File: src/rtl/clkctl_wr_slave.sv
module clkctl_wr_slave #(
  parameter int          NUM_REGS = 10,
  parameter int          NUM_OUTS = 32,
  parameter logic [7:0]  DEV_ADDR = 8'hD2,
  parameter logic [7:0]  RST_VAL  = 8'hFF
) (
  input  logic                   clk,
  input  logic                   rst_n,
  input  logic                   scl_i,
  input  logic                   sda_i,
  output logic                   sda_pull_o,
  output logic [NUM_REGS*8-1:0]  ctl_regs_o,
  output logic [NUM_OUTS-1:0]    out_en_o
);

  localparam int IDX_W = $clog2(NUM_REGS + 1);
  localparam logic [IDX_W-1:0] IDX_LAST = IDX_W'(NUM_REGS);

  typedef enum logic [1:0] {M_IDLE, M_ADDR, M_DATA, M_SKIP} mode_t;

  logic [1:0]             scl_sy, sda_sy;
  logic                   scl_d, sda_d;
  mode_t                  mode;
  logic [3:0]             cnt;
  logic [6:0]             shreg;
  logic [IDX_W-1:0]       idx;
  logic                   ack_pend;
  logic [NUM_REGS-1:0][7:0] regs;

  always_ff @(posedge clk) begin
    if (!rst_n) begin
      scl_sy <= 2'b11;
      sda_sy <= 2'b11;
      scl_d  <= 1'b1;
      sda_d  <= 1'b1;
    end else begin
      scl_sy <= {scl_sy[0], scl_i};
      sda_sy <= {sda_sy[0], sda_i};
      scl_d  <= scl_sy[1];
      sda_d  <= sda_sy[1];
    end
  end

  wire scl_s     = scl_sy[1];
  wire sda_s     = sda_sy[1];
  wire scl_rise  = scl_s & ~scl_d;
  wire scl_fall  = ~scl_s & scl_d;
  wire start_ev  = scl_s & scl_d & sda_d & ~sda_s;
  wire stop_ev   = scl_s & scl_d & ~sda_d & sda_s;
  wire [7:0] byte_nx = {shreg, sda_s};
  wire in_xfer   = (mode == M_ADDR) || (mode == M_DATA);

  always_ff @(posedge clk) begin
    if (!rst_n) begin
      mode       <= M_IDLE;
      cnt        <= '0;
      shreg      <= '0;
      idx        <= '0;
      ack_pend   <= 1'b0;
      sda_pull_o <= 1'b0;
      for (int k = 0; k < NUM_REGS; k++) regs[k] <= RST_VAL;
    end else if (start_ev) begin
      mode       <= M_ADDR;
      cnt        <= '0;
      idx        <= '0;
      ack_pend   <= 1'b0;
      sda_pull_o <= 1'b0;
    end else if (stop_ev) begin
      mode       <= M_IDLE;
      cnt        <= '0;
      ack_pend   <= 1'b0;
      sda_pull_o <= 1'b0;
    end else if (in_xfer) begin
      if (scl_rise && cnt < 4'd8) begin
        shreg <= byte_nx[6:0];
        cnt   <= cnt + 4'd1;
        if (cnt == 4'd7) begin
          if (mode == M_ADDR) begin
            if (byte_nx == DEV_ADDR) begin
              ack_pend <= 1'b1;
              mode     <= M_DATA;
            end else begin
              mode     <= M_SKIP;
            end
          end else if (idx < IDX_LAST) begin
            regs[idx] <= byte_nx;
            idx       <= idx + IDX_W'(1);
            ack_pend  <= 1'b1;
          end else begin
            mode <= M_SKIP;
          end
        end
      end else if (scl_fall && cnt == 4'd8) begin
        cnt        <= 4'd9;
        sda_pull_o <= ack_pend;
      end else if (scl_fall && cnt == 4'd9) begin
        cnt        <= '0;
        sda_pull_o <= 1'b0;
        ack_pend   <= 1'b0;
      end
    end
  end

  assign ctl_regs_o = regs;
  assign out_en_o   = regs[NUM_OUTS-1:0];

  assert_start_releases_R1: assert property (@(posedge clk) disable iff (!rst_n)
    start_ev |=> (!sda_pull_o && mode == M_ADDR && cnt == 4'd0));

  assert_pull_in_ack_slot_R10: assert property (@(posedge clk) disable iff (!rst_n)
    sda_pull_o |-> (cnt == 4'd9));

  assert_pull_rises_on_fall_R10: assert property (@(posedge clk) disable iff (!rst_n)
    $rose(sda_pull_o) |-> $past(scl_fall));

  assert_quiet_when_ignoring_R4: assert property (@(posedge clk) disable iff (!rst_n)
    (mode == M_SKIP || mode == M_IDLE) |=> $stable(regs));

  assert_write_on_eighth_bit_R5: assert property (@(posedge clk) disable iff (!rst_n)
    !$stable(regs) |-> $past(scl_rise && cnt == 4'd7 && mode == M_DATA));

  assert_index_bound_R6: assert property (@(posedge clk) disable iff (!rst_n)
    idx <= IDX_LAST);

endmodule

File: config.mk
export PLATFORM = sky130hd
export DESIGN_NAME = clkctl_wr_slave
export DESIGN_NICKNAME = d
export VERILOG_FILES = /design/src/rtl/clkctl_wr_slave.sv
export SDC_FILE = /design/constraint.sdc
export NUM_CORES = 1
export LEC_CHECK = 0
export ABC_AREA = 1
export BUFFER_PORTS_ARGS = -buffer_cell sky130_fd_sc_hd__buf_2
export CAP_MARGIN = 5
export CORE_UTILIZATION = 45
export CTS_CLUSTER_SIZE = 10
export DETAILED_ROUTE_END_ITERATION = 10
export GPL_ROUTABILITY_DRIVEN = 0
export GPL_TIMING_DRIVEN = 0
export HOLD_SLACK_MARGIN = 0.08
export PLACE_DENSITY = 0.66
export SYNTH_ARGS = -nofsm -noshare
export SYNTH_HDL_FRONTEND = slang
export SYNTH_SLANG_ARGS = --single-unit
File: constraint.sdc
create_clock -name clk -period 3.3 [get_ports clk]
set_input_delay 0.99 -clock clk [delete_from_list [all_inputs] [get_ports clk]]
set_output_delay 0.99 -clock clk [all_outputs]
set_load 0.005 [all_outputs]
==> metrics <==
Leak 2.51 nW; total track usage 23.7%; Core Rows 36; Switching Share 22.8%; Comb power frac approximately 4.5%; number of enable flip-flop cells after synthesis 0; outcome finished clean; Critical Path RT 3540 ps; Synth Area in Adders under 10%; internal power 1.74 mW; Final HPWL DP 9040 µm; min Tclk post-route between 2000 and 2500 ps; period utilisation layout between 60 and 70%; IO Count 117; first-pass GRT wire length just over 20000 µm; Psw 0.515 mW; die height 104 µm; Compound-Gate Fraction of Synth Area 2.88%; Synth top area share around 45%; n_diodes 0; Critical Path AT 2350 ps; # DRC 0; Final ANT Viol Nets 0; Mapped Cells 591; Initial Util 47.1%; RSZ-0062 raised after global routing no; crit path launch idx[1]$_SDFFE_PP0P_; top_reg_cell synth dfxtp_1; Clk pin slew, worst setup/hold paths ~100 ps; latest clock arrival within the worst-skew pair roughly 370 ps; Clock Tree Root clkbuf_8; clock network fraction of design power about two fifths; initial antenna violation count 0; maximum vdd ir drop about 0.23 mV; post-layout util between 50% and 60%; mux contribution to synthesized area 0%; die area around 0.011 mm²; syn avg cell area 7.93 µm²; Buffers on Ports 115; largest family of logic cells by synthesized area simple AND/OR/NAND/NOR gates; DRT iter0 DRCs 277; Seq/Total Area, Yosys ~45%; warnings from Yosys 0; syn_nets ~600; Relative slew margins 48.8%; drt total wl between 10000 and 15000 µm; die width 104 µm; Slew Viols, Final 0; crit start category flip-flop; CTS Sinks approximately 110; setup TNS 0 ps; drt wl/cell 14.7 µm; CP Capture Type flip-flop; Post-Synthesis Cell Area 0.00469 mm²; Area Overhead vs Synth 20.5%; endpoints failing setup 0; Max Freq 0.475 GHz; Yosys top cell by area dfxtp_1; FF+latch count, synth 105; CP Max Fanout 9; worst hold margin about 420 ps; Hold Crit Class flip-flop to flip-flop; Hold Fails Final Rpt 0; Setup CP Type flip-flop to flip-flop; CTS tree built; core area roughly 0.01 mm²; simple-gate share of the synthesized area 37.1%; CTS resizes 0; H-tree depth 3; Pre-antenna DRT Iters 4; PwrDens 400 mW/mm²; share of cells above drive strength 1 28.8%; Nets roughly 730; Synth Area in XOR/XNOR 0.187%; Worst-Margin Slew 768 ps; hold buffers post-CTS 0; count leader, synth nand2_1; vias post-DR around 4500; vias in the first global route 4114; gr ovfl total 0; Cell variety after synth 24; HP Start sda_sy[0]$_SDFF_PN1_; top cells by count, synth nand2_1, dfxtp_1, nand3_1; postcts setup bufs 0; Crit Reg-Reg Startpoint idx[1]$_SDFFE_PP0P_; DR vias/cell roughly 5.3; Max-Cap Viols 0; sequential power share 56.4%; dominant cells by area after synthesis dfxtp_1, nand4_1, nand3_1; clk_skew 11.4 ps; largest net degree at the start of global routing 17; clock buffer depth 2; FILL cells roughly 980; Synth async-reset ratio 0%; cts bufs inserted 9
## placed cells by master (no fill, tap or decap), drive strengths merged
cell        n
a21oi      15
bufinv      2
nor2       37
ha          8
nand2     114
nand4      81
inv        33
buf       172
o21ai      12
nor3        3
clkbuf     24
xor2        1
clkinvlp    1
or2         4
dfxtp     105
nand3     109
## layer usage
layer | vias up | part of all wire (%) | GRT usage (%)
met4 | 0 | 2.0 | 8.98
met5 | - | 0 | 0
met3 | 24 | 4.8 | 4.07
li1 | 2257 | - | -
met2 | 156 | 48 | 39.5
met1 | 2091 | 45 | 30.5
## final timing paths
kind,endpoint,slack (ps),cells past startpoint
hold reg to reg,sda_sy[1]$_SDFF_PN1_,420,1
setup reg to reg,ctl_regs_o[77]$_SDFFE_PN1P_,1200,7
setup / recovery,ctl_regs_o[77]$_SDFFE_PN1P_,1200,7
hold / removal,sda_sy[1]$_SDFF_PN1_,420,1
## logic make-up (layout without fill, tap and decap cells)
kind of cell    count (synthesis)  in the layout
simple gates                  348            348
flops                         105            105
buf+inv                       102            232
compound gates                 27             27
fa+ha+maj                       8              8
xor+xnor                        1              1
## power groups by stage
stage	logic (mW)	clock network [mW]	registers [mW]
2_1_floorplan	0.0735	0	1.30
3_3_place_gp	0.0968	0	1.30
3_5_place_dp	0.100	0	1.30
4_1_cts	0.101	0.891	1.27
5_1_grt	0.113	0.941	1.27
6_report	0.101	0.883	1.27
## state kept, by name (all words and copies together) (netlist names), 2 cells and up
| name | flops |
|---|---|
| cnt | 4 |
| idx | 4 |
| mode | 2 |
| ctl_regs_o | 80 |
| sda_sy | 2 |
| shreg | 7 |
| scl_sy | 2 |
## through the flow
step / area (µm²) / power [mW] / instances / setup WS, ps
floorplan: 4690 / 1.38 / 591 / 1530
global placement: 5430 / 1.40 / 839 / 919
detailed placement: 5430 / 1.40 / 839 / 936
CTS: 5650 / 2.27 / 854 / 1210
global route: 5650 / 2.33 / 854 / 997
finish: 5650 / 2.26 / 854 / 1200
## critical path, stage by stage (launching register included)
cell and delay, ps:
dfxtp_1 370, inv_1 120, ha_1 160, inv_1 70
nor2_1 530, nand3_1 480, nand2_1 170, nand3_1 80
## layout make-up
class	instances	area (µm²)	share of cell area, %
sequential	105	2100	37.2
clock buffer	11	141	2.50
clock inverter	4	76.3	1.35
tap	133	166	2.95
buffer	70	483	8.55
timing repair buffer	115	576	10.2
inverter	32	120	2.13
multi-input combinational	384	1980	35.1
No activity file was read; power rests on OpenSTA's default activity.
